<file path="config.mk">
export PLATFORM = sky130hd
export DESIGN_NAME = gpio_ports
export DESIGN_NICKNAME = d
export VERILOG_FILES = /design/src/rtl/gpio_ports_pkg.sv /design/src/rtl/gpio_sync.sv /design/src/rtl/gpio_port_regs.sv /design/src/rtl/gpio_ports.sv
export SDC_FILE = /design/constraint.sdc
export NUM_CORES = 1
export LEC_CHECK = 0
export BUFFER_PORTS_ARGS = -buffer_cell sky130_fd_sc_hd__clkbuf_2
export CAP_MARGIN = 20
export CELL_PAD_IN_SITES_DETAIL_PLACEMENT = 0
export CELL_PAD_IN_SITES_GLOBAL_PLACEMENT = 1
export CORE_ASPECT_RATIO = 2
export CORE_MARGIN = 8
export CORE_UTILIZATION = 42
export DETAILED_ROUTE_END_ITERATION = 10
export PLACE_DENSITY_LB_ADDON = 0.1
export SLEW_MARGIN = 20
export SYNTH_ARGS = -nofsm -noshare
export SYNTH_HDL_FRONTEND = slang
export SYNTH_HIERARCHICAL = 1
export SYNTH_SLANG_ARGS = --single-unit
</file>
<file path="constraint.sdc">
create_clock -name clk_i -period 1.4 [get_ports clk_i]
set_input_delay 0.35 -clock clk_i [delete_from_list [all_inputs] [get_ports clk_i]]
set_output_delay 0.35 -clock clk_i [all_outputs]
set_load 0.01 [all_outputs]
</file>
<file path="src/rtl/gpio_ports_pkg.sv">
package gpio_ports_pkg;
  typedef enum logic [1:0] {
    MODE_NONE = 2'b00,
    MODE_DIR  = 2'b01,
    MODE_LVL  = 2'b10,
    MODE_PULL = 2'b11
  } cfg_mode_e;

  localparam int NUM_PORTS = 3;
endpackage

</file>
<file path="src/rtl/gpio_sync.sv">
module gpio_sync #(
  parameter int W = 8
) (
  input  logic         clk_i,
  input  logic         rst_ni,
  input  logic [W-1:0] din_i,
  output logic [W-1:0] dout_o
);
  logic [W-1:0] meta_q, sync_q;

  always_ff @(posedge clk_i or negedge rst_ni) begin
    if (!rst_ni) begin
      meta_q <= '0;
      sync_q <= '0;
    end else begin
      meta_q <= din_i;
      sync_q <= meta_q;
    end
  end

  assign dout_o = sync_q;

  // checker only: edges since reset, saturating at 2
  logic [1:0] edges_q;
  always_ff @(posedge clk_i or negedge rst_ni) begin
    if (!rst_ni)               edges_q <= '0;
    else if (edges_q != 2'd2)  edges_q <= edges_q + 2'd1;
  end


  sync_latency_chk: assert property (@(posedge clk_i) disable iff (!rst_ni)
    (edges_q == 2'd2) |-> (dout_o == $past(din_i, 2)));
endmodule

</file>
<file path="src/rtl/gpio_port_regs.sv">
module gpio_port_regs
  import gpio_ports_pkg::*;
#(
  parameter int W = 8
) (
  input  logic         clk_i,
  input  logic         rst_ni,
  input  logic         data_we_i,
  input  logic         cfg_we_i,
  input  cfg_mode_e    mode_i,
  input  logic [W-1:0] wdata_i,
  output logic [W-1:0] out_o,
  output logic [W-1:0] dir_o,
  output logic [W-1:0] lvl_o,
  output logic [W-1:0] pu_n_o
);
  always_ff @(posedge clk_i or negedge rst_ni) begin
    if (!rst_ni) out_o <= '0;
    else if (data_we_i) out_o <= wdata_i;
  end

  always_ff @(posedge clk_i or negedge rst_ni) begin
    if (!rst_ni) begin
      dir_o  <= '1;
      lvl_o  <= '1;
      pu_n_o <= '1;
    end else if (cfg_we_i) begin
      case (mode_i)
        MODE_DIR:  dir_o  <= wdata_i;
        MODE_LVL:  lvl_o  <= wdata_i;
        MODE_PULL: pu_n_o <= wdata_i;
        default:   ;
      endcase
    end
  end


  data_load_chk: assert property (@(posedge clk_i) disable iff (!rst_ni)
    data_we_i |=> (out_o == $past(wdata_i)));


  latch_hold_chk: assert property (@(posedge clk_i) disable iff (!rst_ni)
    !data_we_i |=> $stable(out_o));


  dir_load_chk: assert property (@(posedge clk_i) disable iff (!rst_ni)
    (cfg_we_i && mode_i == MODE_DIR) |=> (dir_o == $past(wdata_i)));


  cfg_hold_chk: assert property (@(posedge clk_i) disable iff (!rst_ni)
    (!cfg_we_i || mode_i == MODE_NONE) |=>
      ($stable(dir_o) && $stable(lvl_o) && $stable(pu_n_o)));
endmodule

</file>
<file path="src/rtl/gpio_ports.sv">
module gpio_ports
  import gpio_ports_pkg::*;
#(
  parameter int ADDR_W    = 8,
  parameter int DATA_W    = 8,
  parameter int PA_W      = 4,
  parameter int PB_W      = 8,
  parameter int PC_W      = 8,
  parameter int BASE_ADDR = 5,
  localparam int NPINS    = PA_W + PB_W + PC_W
) (
  input  logic              clk_i,
  input  logic              rst_ni,
  input  logic [ADDR_W-1:0] addr_i,
  input  logic [DATA_W-1:0] wdata_i,
  input  logic              wr_en_i,
  input  logic              mode_we_i,
  input  logic              cfg_we_i,
  input  logic [1:0]        cfg_sel_i,
  output logic [DATA_W-1:0] rdata_o,
  input  logic [NPINS-1:0]  pin_i,
  output logic [NPINS-1:0]  pin_out_o,
  output logic [NPINS-1:0]  pin_oe_o,
  output logic [NPINS-1:0]  pin_ttl_o,
  output logic [NPINS-1:0]  pin_pu_n_o
);
  cfg_mode_e mode_q;

  always_ff @(posedge clk_i or negedge rst_ni) begin
    if (!rst_ni)        mode_q <= MODE_NONE;
    else if (mode_we_i) mode_q <= cfg_mode_e'(wdata_i[1:0]);
  end

  logic [NUM_PORTS-1:0][DATA_W-1:0] rd_vec;

  for (genvar g = 0; g < NUM_PORTS; g++) begin : g_port
    localparam int W  = (g == 0) ? PA_W : (g == 1) ? PB_W : PC_W;
    localparam int LO = (g == 0) ? 0 : (g == 1) ? PA_W : PA_W + PB_W;

    logic         data_we, cfg_we;
    logic [W-1:0] out_q, dir_q, lvl_q, pu_q, sync_q;

    assign data_we = wr_en_i && (addr_i == ADDR_W'(BASE_ADDR + g));
    assign cfg_we  = cfg_we_i && (cfg_sel_i == 2'(g));

    gpio_port_regs #(.W(W)) u_regs (
      .clk_i     (clk_i),
      .rst_ni    (rst_ni),
      .data_we_i (data_we),
      .cfg_we_i  (cfg_we),
      .mode_i    (mode_q),
      .wdata_i   (wdata_i[W-1:0]),
      .out_o     (out_q),
      .dir_o     (dir_q),
      .lvl_o     (lvl_q),
      .pu_n_o    (pu_q)
    );

    gpio_sync #(.W(W)) u_sync (
      .clk_i  (clk_i),
      .rst_ni (rst_ni),
      .din_i  (pin_i[LO +: W]),
      .dout_o (sync_q)
    );

    assign pin_out_o[LO +: W]  = out_q;
    assign pin_oe_o[LO +: W]   = ~dir_q;
    assign pin_ttl_o[LO +: W]  = lvl_q;
    assign pin_pu_n_o[LO +: W] = pu_q;
    assign rd_vec[g]           = DATA_W'(sync_q);
  end

  always_comb begin
    rdata_o = '0;
    for (int p = 0; p < NUM_PORTS; p++)
      if (addr_i == ADDR_W'(BASE_ADDR + p)) rdata_o = rd_vec[p];
  end


  mode_load_chk: assert property (@(posedge clk_i) disable iff (!rst_ni)
    mode_we_i |=> (mode_q == cfg_mode_e'($past(wdata_i[1:0]))));


  port_a_width_chk: assert property (@(posedge clk_i) disable iff (!rst_ni)
    (wr_en_i && addr_i == ADDR_W'(BASE_ADDR)) |=>
      (pin_out_o[PA_W-1:0] == $past(wdata_i[PA_W-1:0])));
endmodule

</file>
=== Yosys cells after proc, flatten, opt, wreduce, memory -nomap -nowiden ===
Index checks and enable logic that the tools add are counted.

* Flip-flop bits (word level): 122
* Output and inout port bits: 88
* Memory bits (writable): 0
* Input bits: 43
* ROM bits: 0
* Memories kept: 0
* Logic and storage cells: 49
* Latch bits: 0

* Divide/modulo/power cells: 0
* Add/sub/neg operators: 0
* Bitwise logic cells: 3
* Multiply operators: 0
* Muxes and demuxes: 3
* Equal/unequal tests: 8
* $lt $le $gt $ge: 0
* Reductions and logical operators: 16
* Shift operators: 0

{| class="wikitable"
|+ Operators with widths
! cell !! count
|-
| $eq 8x3->1 const B || 3
|-
| $reduce_and 2->1 || 9
|-
| $mux 8 || 2
|-
| $not 8->8 || 2
|-
| $eq 2x2->1 const B || 3
|-
| $logic_and 1x1->1 || 6
|-
| $eq 2x1->1 const B || 2
|-
| $mux 4 || 1
|-
| $not 4->4 || 1
|-
| $logic_not 2->1 || 1
|}

=== Logic depth before layout (Yosys ltp) ===
Gate-level depths: netlist (run 1).

* Depth after elaboration: 4
* Depth in mapped cells: 5
* Depth with buffers taken out: 4

=== By module ===
The synthesis (run 1) kept the hierarchy.

{| class="wikitable"
|+ By module, submodules not included
! module !! cells an instance !! times used !! sequential area each (um^2) !! area an instance (um^2)
|-
| gpio_port_regs (g_port[1].u_regs ...) || 68 || 2 || 830.8 || 1,228.7
|-
| gpio_sync (g_port[1].u_sync ...) || 16 || 2 || 400.4 || 400.4
|-
| gpio_port_regs (g_port[0].u_regs) || 35 || 1 || 415.4 || 615.6
|-
| gpio_ports || 58 || 1 || 50.0 || 396.6
|-
| gpio_sync (g_port[0].u_sync) || 8 || 1 || 200.2 || 200.2
|}

=== Worst setup path before layout (run 1) ===
Ideal clock, no wire load.

* Path kind: input to register
* Start point: input port addr_i[2]
* End point: register g_port[1].u_regs.out_o[0]
* Setup slack: -142 ps
* Library setup time: 125 ps
* Arrival time: 1,417 ps
* Path buffers: 1
* Cell stages on the path: 5
* Required time: 1,275 ps
* Path through: nor2b_2 -> nand4_1 -> nor3b_1 -> buf_2 -> mux2_2

* Cells in the longest elaborated chain, start to end: 2

{| class="wikitable"
|+ Ends and longest elaborated chain
! item !! line !! RTL
|-
| start, declared || gpio_ports.sv:14 || <nowiki>input logic [ADDR_W-1:0] addr_i,</nowiki>
|-
| $eq 8x3->1 || gpio_ports.sv:43 || <nowiki>assign data_we = wr_en_i && (addr_i == ADDR_W'(BASE_ADDR + g));</nowiki>
|-
| $logic_and 1x1->1 || gpio_ports.sv:43 ||
|-
| named net g_port[1].data_we || gpio_ports.sv:40 || <nowiki>logic data_we, cfg_we;</nowiki>
|-
| end signal, assigned || gpio_port_regs.sv:19 || <nowiki>else if (data_we_i) out_o <= wdata_i;</nowiki>
|-
| end, declared || gpio_port_regs.sv:12 || <nowiki>output logic [W-1:0] out_o,</nowiki>
|}

The timed path passes the listed nets, and every way through them passes these cells.
A chain may end at the register's enable or synchronous reset.

=== Worst setup path after layout (run 1) ===
* Start point: register g_port[2].u_sync.sync_q[0]
* End point: output port rdata_o[0]

* Cells in the longest elaborated chain, start to end: 1

{| class="wikitable"
|+ Ends and longest elaborated chain
! item !! line !! RTL
|-
| start, declared || gpio_sync.sv:9 || <nowiki>logic [W-1:0] meta_q, sync_q;</nowiki>
|-
| start signal, assigned || gpio_sync.sv:17 || <nowiki>sync_q <= meta_q;</nowiki>
|-
| $mux 8 || gpio_ports.sv:76 || <nowiki>if (addr_i == ADDR_W'(BASE_ADDR + p)) rdata_o = rd_vec[p];</nowiki>
|-
| end, declared || gpio_ports.sv:20 || <nowiki>output logic [DATA_W-1:0] rdata_o,</nowiki>
|}

No other way between the ends.

==> impl_metrics.yaml, run 1 <==
critical_path:
  reg2reg_depth: 2
  crit_chain: "mux2_2 -> a22oi_2 -> nor2_1 -> clkbuf_2"
  cp.required_ns: 1.05
  crit_type: "reg2out"
  critPathLaunchType: "flip-flop"
  worst-path-buf-inv: 1
  worstPathArrival_ns: 1.36
  worst_path_max_delay_cell: "dfrtp_1"
  reg2reg_slack_ns: 0.07
  r2r_end: "g_port[2].u_regs/lvl_o[5]"
  crit_family: "flip-flops"
  crit_path_max_fanout: 1
  max_stage_delay_ns: 0.36
  worstReg2RegStart: "mode_q[0]"
  cp-end-kind: "output pin"
power_and_ir_drop:
  finalPower_mw: 11.9
  ir_drop_uv: 1180
  pwr_density_cell_nw_per_um2: 1830
  power.leakage_nw: 3.07
grt:
  grt_pass1_vias: 3153
  grt_overflow: 0
  grt_max_degree: 30
  antenna_found_initial: 0
  grt_pass1_wl_um: 17100
  grtUsageTotal: 0.163
logic_synthesis:
  synth_top_cell_by_area: "dfstp_2"
  synthCells: 269
  synth_warnings: 6
  synth-seq-area-share: 0.700
  syn_area_per_cell_um2: 16.6
  ys_seq_elements: 122
  synth.most_common_cell: "mux2_2"
  ys.flop_type: "dfrtp_1"
  syn-cell-area_um2: 4470
  synthTopCellsByArea: "dfstp_2 (35%), dfrtp_1 (35%), mux2_2 (21%), inv_1 (1.7%), mux2_4 (1.0%)"
  synth-async-reset-ratio: 1.00
  synth.distinct_cells: 21
  yosys.area.top_type_share: 0.353
  synth_edf_count: 0
  syn-num-nets: 312
  synth_commonest_cells: "mux2_2 (83), dfrtp_1 (62), dfstp_2 (60), inv_1 (20), nor2_1 (11)"
sta:
  rsz0062_at_grt: "yes"
  setup_viol: 30
  finalCritPeriodShare: 1.22
  fmax_mhz: 586
  worst_pin_slew_ns: 0.371
  final.setup_skew_ns: 0.00490
  slew_headroom: 0.753
  fin_setup_tns_ns: -1.82
  min_period_ns: 1.71
  slew_violations: 0
  hold_viol: 0
  setup_slack_ns: -0.307
drt:
  vias: 2762
  avgViaCountPerCell: 4.75
  drc: 0
  dr.pass1.iters: 4
  drt_wl_total_um: 11200
  wire_per_inst_um: 19.3
  drt_iter0_drc: 67
  ant_nets: 0
floorplan:
  core_area_um2: 10400
  io_pins: 131
  dieWidth_um: 89.0
  die-area_um2: 14400
  start_util: 0.429
  num_rows: 53
  die_h_um: 162
layout:
  nFillCells: 832
  design_area_um2: 6500
  area_growth_pct: 45.4
  final_cells: 581
  drive_gt1_frac: 0.797
  num-nets-final: 474
  antennaDiodeCount: 0
clock_tree:
  hold_buffers: 0
  cts_buffers: 17
  worstSkewPairLatency_ns: 0.40
  clockRootBuffer: "clkbuf_16"
  cts_sinks: 122
  cts_tree: "done"
  htreeDepth: 4
  path_clk_slew_ns: 0.06
  clockBufferDepth: 2
status:
  outcome: "finished, violations left"
  violations: "setup timing"
hold_path:
  min_to: "g_port[2].u_sync/meta_q[3]"
  worstHoldStart: "pin_i[15]"
  hold_path_depth: 1
  hp-class: "in2reg"
place:
  postPlaceCellArea_um2: 5490
  io_buffers: 130
  place_hpwl_um: 8110
  gp_congestion: 0.703
  place_inst: 548
job:
  drv_cap: 0
flip-flops by register name (all words and copies together), names as in the netlist:
register              cells
g_port.u_regs/pu_n_o     20
mode_q                    2
g_port.u_sync/dout_o     20
g_port.u_sync/meta_q     20
g_port.u_regs/out_o      20
g_port.u_regs/lvl_o      20
g_port.u_regs/dir_o      20
per-stage QoR:
step | setup slack (ns) | hold WS (ns) | util
after CTS | -0.330 | 0.0330 | 0.593
after floorplan | -0.0805 | 0.0544 | -
after detailed placement | -0.213 | 0.336 | 0.527
after global routing | -0.388 | 0.0312 | 0.624
after global placement | -0.202 | 0.331 | 0.527
final | -0.307 | 0.0518 | 0.624
metal layers:
metal	GRT usage	vias up	routed length [µm]
met3	0.0501	10	682
met1	0.165	1422	4010
met4	0.0610	0	125
met2	0.296	87	6420
met5	0	-	0
li1	-	1243	-
layout make-up:
cell class / count / area (µm²) / share of cell area
well taps: 137 / 171 / 0.0264
clock buffers: 18 / 429 / 0.0660
repair buffers: 146 / 1210 / 0.187
multi-input cells: 124 / 1310 / 0.202
inverters: 20 / 75.1 / 0.0115
flip-flops and latches: 122 / 3130 / 0.481
clock inverters: 14 / 171 / 0.0264
cells by family (layout without fill, tap and decap cells):
family,Yosys count,count (layout),share of synthesized area
multiplexers,90,90,0.228
buffers and inverters,23,198,0.0215
flip-flops,122,122,0.700
AO/OA/AOI/OAI,4,4,0.00672
AND/OR/NAND/NOR,30,30,0.0439
layout by cell type (no fill, tap or decap), types with 4 or more instances in the layout:
cell type  instances
mux2_2            75
clkbuf_2          69
dfrtp_1           62
dfstp_2           60
buf_6             50
inv_2             17
clkbuf_16         17
buf_4             12
mux2_4            11
nor2_1             9
buf_8              8
mux2i_1            4
nand3b_2           4
buf_12             4
power breakdown:
group	switching [mW]	internal, mW	total (mW)	leakage [nW]
Sequential	0.452	4.55	5.00	1.39
Clock	1.55	2.80	4.35	0.287
Combinational	0.971	1.58	2.55	1.38
worst max-delay path by stage:
stage                                     from                        end  depth (start not counted)
finish              g_port[2].u_sync/dout_o[0]                 rdata_o[0]                          4
global route        g_port[2].u_sync/dout_o[0]                 rdata_o[0]                          4
CTS                 g_port[1].u_sync/dout_o[0]                 rdata_o[0]                          4
floorplan                            addr_i[2]  g_port[1].u_regs/out_o[0]                          5
global placement                     addr_i[0]  g_port[0].u_regs/out_o[2]                          6
detailed placement                   addr_i[0]  g_port[0].u_regs/out_o[2]                          6
what timing repair did:
| item | 4_1_cts | 5_1_grt |
|---|---|---|
| pin swaps | 3 | 1 |
| setup buffers | 1 | 0 |
| resized for setup | 23 | 116 |
| setup endpoints to repair | 68 | 68 |
| endpoints found under the hold margin | 0 | 0 |
No activity file was read; power rests on OpenSTA's default activity.
==> inputs of run 2 (changes only) <==
--- a/config.mk
+++ b/config.mk
@@ -11,11 +11,10 @@
 export CELL_PAD_IN_SITES_GLOBAL_PLACEMENT = 1
 export CORE_ASPECT_RATIO = 2
 export CORE_MARGIN = 8
-export CORE_UTILIZATION = 42
+export CORE_UTILIZATION = 41
 export DETAILED_ROUTE_END_ITERATION = 10
-export PLACE_DENSITY_LB_ADDON = 0.1
+export PLACE_DENSITY = 0.8
 export SLEW_MARGIN = 20
 export SYNTH_ARGS = -nofsm -noshare
 export SYNTH_HDL_FRONTEND = slang
-export SYNTH_HIERARCHICAL = 1
 export SYNTH_SLANG_ARGS = --single-unit
==> run 2 against run 1 <==
Against the previous run: non-clock buffer count increased by 14; die area increased by 2.2%; utilization increased by 1.8 points; final area increased by 6.8%; sequential cell count unchanged; the flow still finishes with violations (setup timing); largest cell class unchanged.
==> impl_metrics.yaml, run 2 <==
grt:
  grtUsageTotal: 0.166
  antenna_found_initial: 0
  grt_pass1_wl_um: 18500
  grt_overflow: 0
  grt_max_degree: 27
  grt_pass1_vias: 3357
clock_tree:
  cts_tree: "done"
  worstSkewPairLatency_ns: 0.41
  clockBufferDepth: 2
  path_clk_slew_ns: 0.06
  cts_buffers: 17
  clockRootBuffer: "clkbuf_16"
  htreeDepth: 4
  cts_sinks: 122
layout:
  drive_gt1_frac: 0.826
  area_growth_pct: 55.1
  design_area_um2: 6940
  utilization: 0.642
  final_common_cell: "buf_6"
  num-nets-final: 491
  layout_common_cells: "buf_6 (69), dfrtp_1 (62), clkbuf_2 (62), dfstp_2 (60), mux2_4 (52)"
  antennaDiodeCount: 0
logic_synthesis:
  synth-seq-area-share: 0.699
  synthCells: 275
  syn_area_per_cell_um2: 16.3
  synth.distinct_cells: 20
  ys_seq_elements: 122
  synth-async-reset-ratio: 1.00
  syn-cell-area_um2: 4480
  synth_commonest_cells: "mux2_2 (86), dfrtp_1 (62), dfstp_2 (60), inv_1 (21), nor2_1 (14)"
  synth_top_cell_by_area: "dfstp_2"
  synthTopCellsByArea: "dfstp_2 (35%), dfrtp_1 (35%), mux2_2 (22%), inv_1 (1.8%), nor2_1 (1.2%)"
  synth_edf_count: 0
  synth_warnings: 0
  yosys.area.top_type_share: 0.352
  syn-num-nets: 318
  ys.flop_type: "dfrtp_1"
  synth.most_common_cell: "mux2_2"
power_and_ir_drop:
  pwr_density_cell_nw_per_um2: 1770
  seq_power_share: 0.407
  clockPowerShare: 0.365
  p_int_mw: 9.21
  switchingPower_mw: 3.10
  power_frac_comb: 0.228
  power.leakage_nw: 3.22
  power_switching_share: 0.252
  ir_drop_uv: 958
place:
  io_buffers: 130
  dp_slack_ns: -0.615
  postPlaceCellArea_um2: 5650
  gp_congestion: 0.745
  place_hpwl_um: 8690
sta:
  worst_pin_slew_ns: 0.397
  slew_violations: 0
  setup_viol: 68
  fin_setup_tns_ns: -10.76
  slew_headroom: 0.735
  final.setup_skew_ns: 0.00692
  hold_viol: 0
  min_period_ns: 1.83
  fmax_mhz: 547
  finalCritPeriodShare: 1.31
  setup_slack_ns: -0.428
  rsz0062_at_grt: "yes"
floorplan:
  dieWidth_um: 89.9
  io_pins: 131
  die_h_um: 164
  die-area_um2: 14700
  num_rows: 54
  core_area_um2: 10800
  start_util: 0.414
critical_path:
  critPathLaunchType: "input pin"
  cp.required_ns: 1.05
  crit_path_max_fanout: 4
  crit_type: "in2out"
  worstPathArrival_ns: 1.48
  max_stage_delay_ns: 0.54
  worst_path_max_delay_cell: "or4_4"
  cp-end-kind: "output pin"
  crit_chain: "clkbuf_2 -> or4_4 -> or2_4 -> nor2_4 -> buf_6"
drt:
  drt_iter0_drc: 104
  avgViaCountPerCell: 4.83
  ant_nets: 0
  drc: 0
  dr.pass1.iters: 4
  wire_per_inst_um: 20.5
  drt_wl_total_um: 12300
  vias: 2905
status:
  outcome: "finished, violations left"
  violations: "setup timing"
job:
  drv_cap: 0
hold_path:
  hp-class: "in2reg"
-- run 2: cell count changes in the layout (fill, tap and decap cells not counted), sizes merged, moves of 3 or more --
| cell | before | now |
|---|---|---|
| buf | 77 | 97 |
| clkbuf | 87 | 81 |
| nand2b | 0 | 3 |
| nand3 | 4 | 1 |
| nand3b | 6 | 3 |
| nor2 | 11 | 14 |
| or3 | 0 | 3 |
-- run 2: kinds of logic after synthesis --
family	after synthesis	synth area share
compound gates	4	0.00671
buf+inv	27	0.0229
flops	122	0.699
mux	90	0.225
simple gates	32	0.0461
-- run 2: final cells by class --
cell class,count,area (µm²)
tap,140,175
fill,767,3870
clock inverter,13,166
sequential,122,3130
inverter,21,78.8
clock buffer,19,453
multi-input combinational,126,1540
timing repair buffer,160,1400
-- run 2: power by group through the flow --
| stage | sequential, mW | clock, mW | combinational (mW) |
|---|---|---|---|
| final | 5.02 | 4.49 | 2.81 |
| after global routing | 5.09 | 4.72 | 2.98 |
| after CTS | 4.90 | 4.54 | 2.03 |
| after detailed placement | 4.92 | 0 | 1.96 |
| after global placement | 4.89 | 0 | 1.91 |
| after floorplan | 5.04 | 0 | 0.786 |
-- run 2: final timing paths --
path,startpoint,to,slack (ns),depth (start not counted)
setup / recovery,addr_i[5],rdata_o[4],-0.43,5
hold / removal,pin_i[16],g_port[2].u_sync.meta_q[4],0.05,1
setup reg to reg,mode_q[1],g_port[0].u_regs.dir_o[0],-0.03,3
hold reg to reg,g_port[1].u_sync.meta_q[2],g_port[1].u_sync.dout_o[2],0.34,0
max in group asynchronous,rst_ni,g_port[2].u_regs.lvl_o[0],0.46,3
min in group asynchronous,rst_ni,g_port[1].u_sync.meta_q[6],0.40,2
-- run 2: critical path, delay by kind of cell --
kind,cells,cell delay [ns]
AND/OR/NAND/NOR,3,0.95
buffers and inverters,2,0.18
-- run 2: metrics by stage --
| step | hold WS, ns | total power, mW | instances |
|---|---|---|---|
| after floorplan | 0.0544 | 5.83 | 275 |
| after global placement | 0.285 | 6.80 | 563 |
| after detailed placement | 0.289 | 6.88 | 563 |
| after CTS | 0.0332 | 11.5 | 600 |
| after global routing | 0.0216 | 12.8 | 601 |
| final | 0.0455 | 12.3 | 601 |
-- run 2: routing by layer --
metal / global-route usage / wire length (µm)
met4: 0.0801 / 335
met2: 0.308 / 6960
met5: 0 / 0
met1: 0.161 / 4430
met3: 0.0549 / 605
-- run 2: timing repair --
item	in CTS	in global routing
pin swaps	16	7
endpoints found under the setup margin	99	148
resized for setup	28	181
hold endpoints to repair	16	0
hold buffers	1	0
setup buffers	4	1
==> inputs of run 3 (changes only) <==
--- a/config.mk
+++ b/config.mk
@@ -10,7 +10,6 @@
 export CELL_PAD_IN_SITES_DETAIL_PLACEMENT = 0
 export CELL_PAD_IN_SITES_GLOBAL_PLACEMENT = 1
 export CORE_ASPECT_RATIO = 2
-export CORE_MARGIN = 8
 export CORE_UTILIZATION = 41
 export DETAILED_ROUTE_END_ITERATION = 10
 export PLACE_DENSITY = 0.8
==> run 3 against run 2 <==
Against the previous run: the run still ends with setup timing left; power down 3.3%; utilization up 0.94 points; global-route usage up 3.2 points; clock skew down 0.0039 ns; via count down 0.76%; critical path depth unchanged; final area down 1.0%; worst hold slack worse by 0.0015 ns; sequential cell count unchanged; largest power group unchanged.
==> impl_metrics.yaml, run 3 (synthesized netlist as in run 2, its figures left out) <==
status:
  outcome: "finished, violations left"
  violations: "setup timing"
hold_path:
  min_to: "g_port[0].u_sync.meta_q[0]"
  worstHoldStart: "pin_i[0]"
  hold_path_depth: 1
  hp-class: "in2reg"
sta:
  hold_viol: 0
  worst_pin_slew_ns: 0.400
  fmax_mhz: 538
  slew_headroom: 0.733
  rsz0062_at_grt: "yes"
  setup_viol: 77
  hold_slack_ns: 0.0440
  finalCritPeriodShare: 1.33
  slew_violations: 0
  min_period_ns: 1.86
  setup_slack_ns: -0.460
  fin_setup_tns_ns: -9.21
  final.setup_skew_ns: 0.00300
critical_path:
  crit_path_max_fanout: 4
  max_stage_delay_ns: 0.54
  crit_family: "simple AND/OR/NAND/NOR gates"
  worst_path_max_delay_cell: "or4_4"
  crit_type: "in2out"
  critPathLaunchType: "input pin"
  cp.required_ns: 1.05
  crit_top_cell: "buf_6"
  cp-end-kind: "output pin"
  path_depth: 5
  worstPathArrival_ns: 1.51
  worstReg2RegStart: "mode_q[0]"
  reg2reg_slack_ns: -0.03
  crit_chain: "buf_6 -> or4_4 -> or2_4 -> nor2_4 -> buf_6"
  reg2reg_depth: 3
  worst-path-buf-inv: 2
  r2r_end: "g_port[0].u_regs.lvl_o[3]"
drt:
  highest_layer: "met4"
  drt_wl_total_um: 10900
  wl_met2_um: 6250
  dr.pass1.iters: 4
  ant_nets: 0
  drc: 0
  drt_iter0_drc: 95
  wire_per_inst_um: 18.2
  vias: 2883
  wl_met3_um: 579
  avgViaCountPerCell: 4.81
  m1WireLength_um: 3890
grt:
  grtUsageTotal: 0.198
  grt_max_degree: 30
  grt_pass1_vias: 3106
  grt_pass1_wl_um: 15900
  grt_overflow: 0
  antenna_found_initial: 0
layout:
  final_cells: 599
  layout_common_cells: "buf_6 (70), dfrtp_1 (62), dfstp_2 (60), clkbuf_2 (60), mux2_4 (44)"
  num-nets-final: 492
  final_common_cell: "buf_6"
  nFillCells: 761
  drive_gt1_frac: 0.825
  regArea_um2: 3130
  multi_input_area_um2: 1510
  utilization: 0.652
  antennaDiodeCount: 0
  area_growth_pct: 53.5
place:
  io_buffers: 130
  gp_congestion: 0.788
  place_inst: 559
  place_hpwl_um: 7510
clock_tree:
  cts_tree: "done"
  clockBufferDepth: 2
  worstSkewPairLatency_ns: 0.40
  clockRootBuffer: "clkbuf_16"
  cts_sinks: 122
  cts_buffers: 17
  path_clk_slew_ns: 0.06
  htreeDepth: 4
job:
  drv_cap: 0
floorplan:
  core_area_um2: 10500
  dieWidth_um: 75.9
  num_rows: 53
  io_pins: 131
  die-area_um2: 11400
  die_h_um: 150
  start_util: 0.424
power_and_ir_drop:
  power.leakage_nw: 3.19
  pwr_density_cell_nw_per_um2: 1730
  finalPower_mw: 11.9
  ir_drop_uv: 1040
## run 3: cell count changes in the layout (fill, tap and decap cells not counted), sizes merged
cell | previous run | this run
clkbuf | 81 | 77
inv | 24 | 26
buf | 97 | 100
bufinv | 3 | 1
clkinv | 4 | 6
## run 3: through the flow
| step | instance area (µm²) | setup slack [ns] |
|---|---|---|
| floorplan | 4590 | -0.536 |
| global placement | 5640 | -0.603 |
| detailed placement | 5640 | -0.630 |
| CTS | 6310 | -0.434 |
| global route | 6870 | -0.496 |
| finish | 6870 | -0.460 |
## run 3: per-layer routing
| metal | GRT usage | vias to the layer above |
|---|---|---|
| met3 | 0.0673 | 9 |
| li1 | - | 1284 |
| met1 | 0.203 | 1492 |
| met2 | 0.360 | 98 |
| met5 | 0 | - |
| met4 | 0.0648 | 0 |
## run 3: where the power goes
group          internal (mW)  switching, mW  total [mW]  leakage [nW]
clock network           2.47           1.64        4.10         0.271
registers               4.55          0.457        5.01          1.39
logic                   1.78           1.01        2.79          1.52
## run 3: worst reg2reg max path, cell delays in order (launching register included)
cell and delay [ns]:
dfrtp_1 0.40, nand3b_1 0.25, or3_4 0.41, mux2_2 0.29
## run 3: area by class of cell
cell class / instances / share of cell area
clock buffers: 17 / 0.0619
clock inverters: 15 / 0.0206
inverters: 21 / 0.0115
flip-flops and latches: 122 / 0.455
multi-input cells: 126 / 0.220
repair buffers: 161 / 0.206
well taps: 137 / 0.0249
## run 3: worst max-delay path by stage
| stage | start | to | slack (ns) |
|---|---|---|---|
| after detailed placement | addr_i[7] | g_port[1].u_regs.out_o[0] | -0.63 |
| after global placement | addr_i[7] | rdata_o[6] | -0.60 |
| final | addr_i[4] | rdata_o[6] | -0.46 |
| after CTS | addr_i[4] | rdata_o[7] | -0.43 |
| after global routing | addr_i[4] | rdata_o[7] | -0.50 |
| after floorplan | addr_i[7] | g_port[1].u_regs.out_o[0] | -0.54 |
## run 3: what timing repair did
| action | 4_1_cts | 5_1_grt |
|---|---|---|
| endpoints found under the setup margin | 106 | 128 |
| gates resized for setup | 25 | 177 |
| pin swaps | 16 | 8 |
| endpoints found under the hold margin | 18 | 0 |
| hold buffers | 1 | 0 |
| buffers inserted | 6 | 1 |
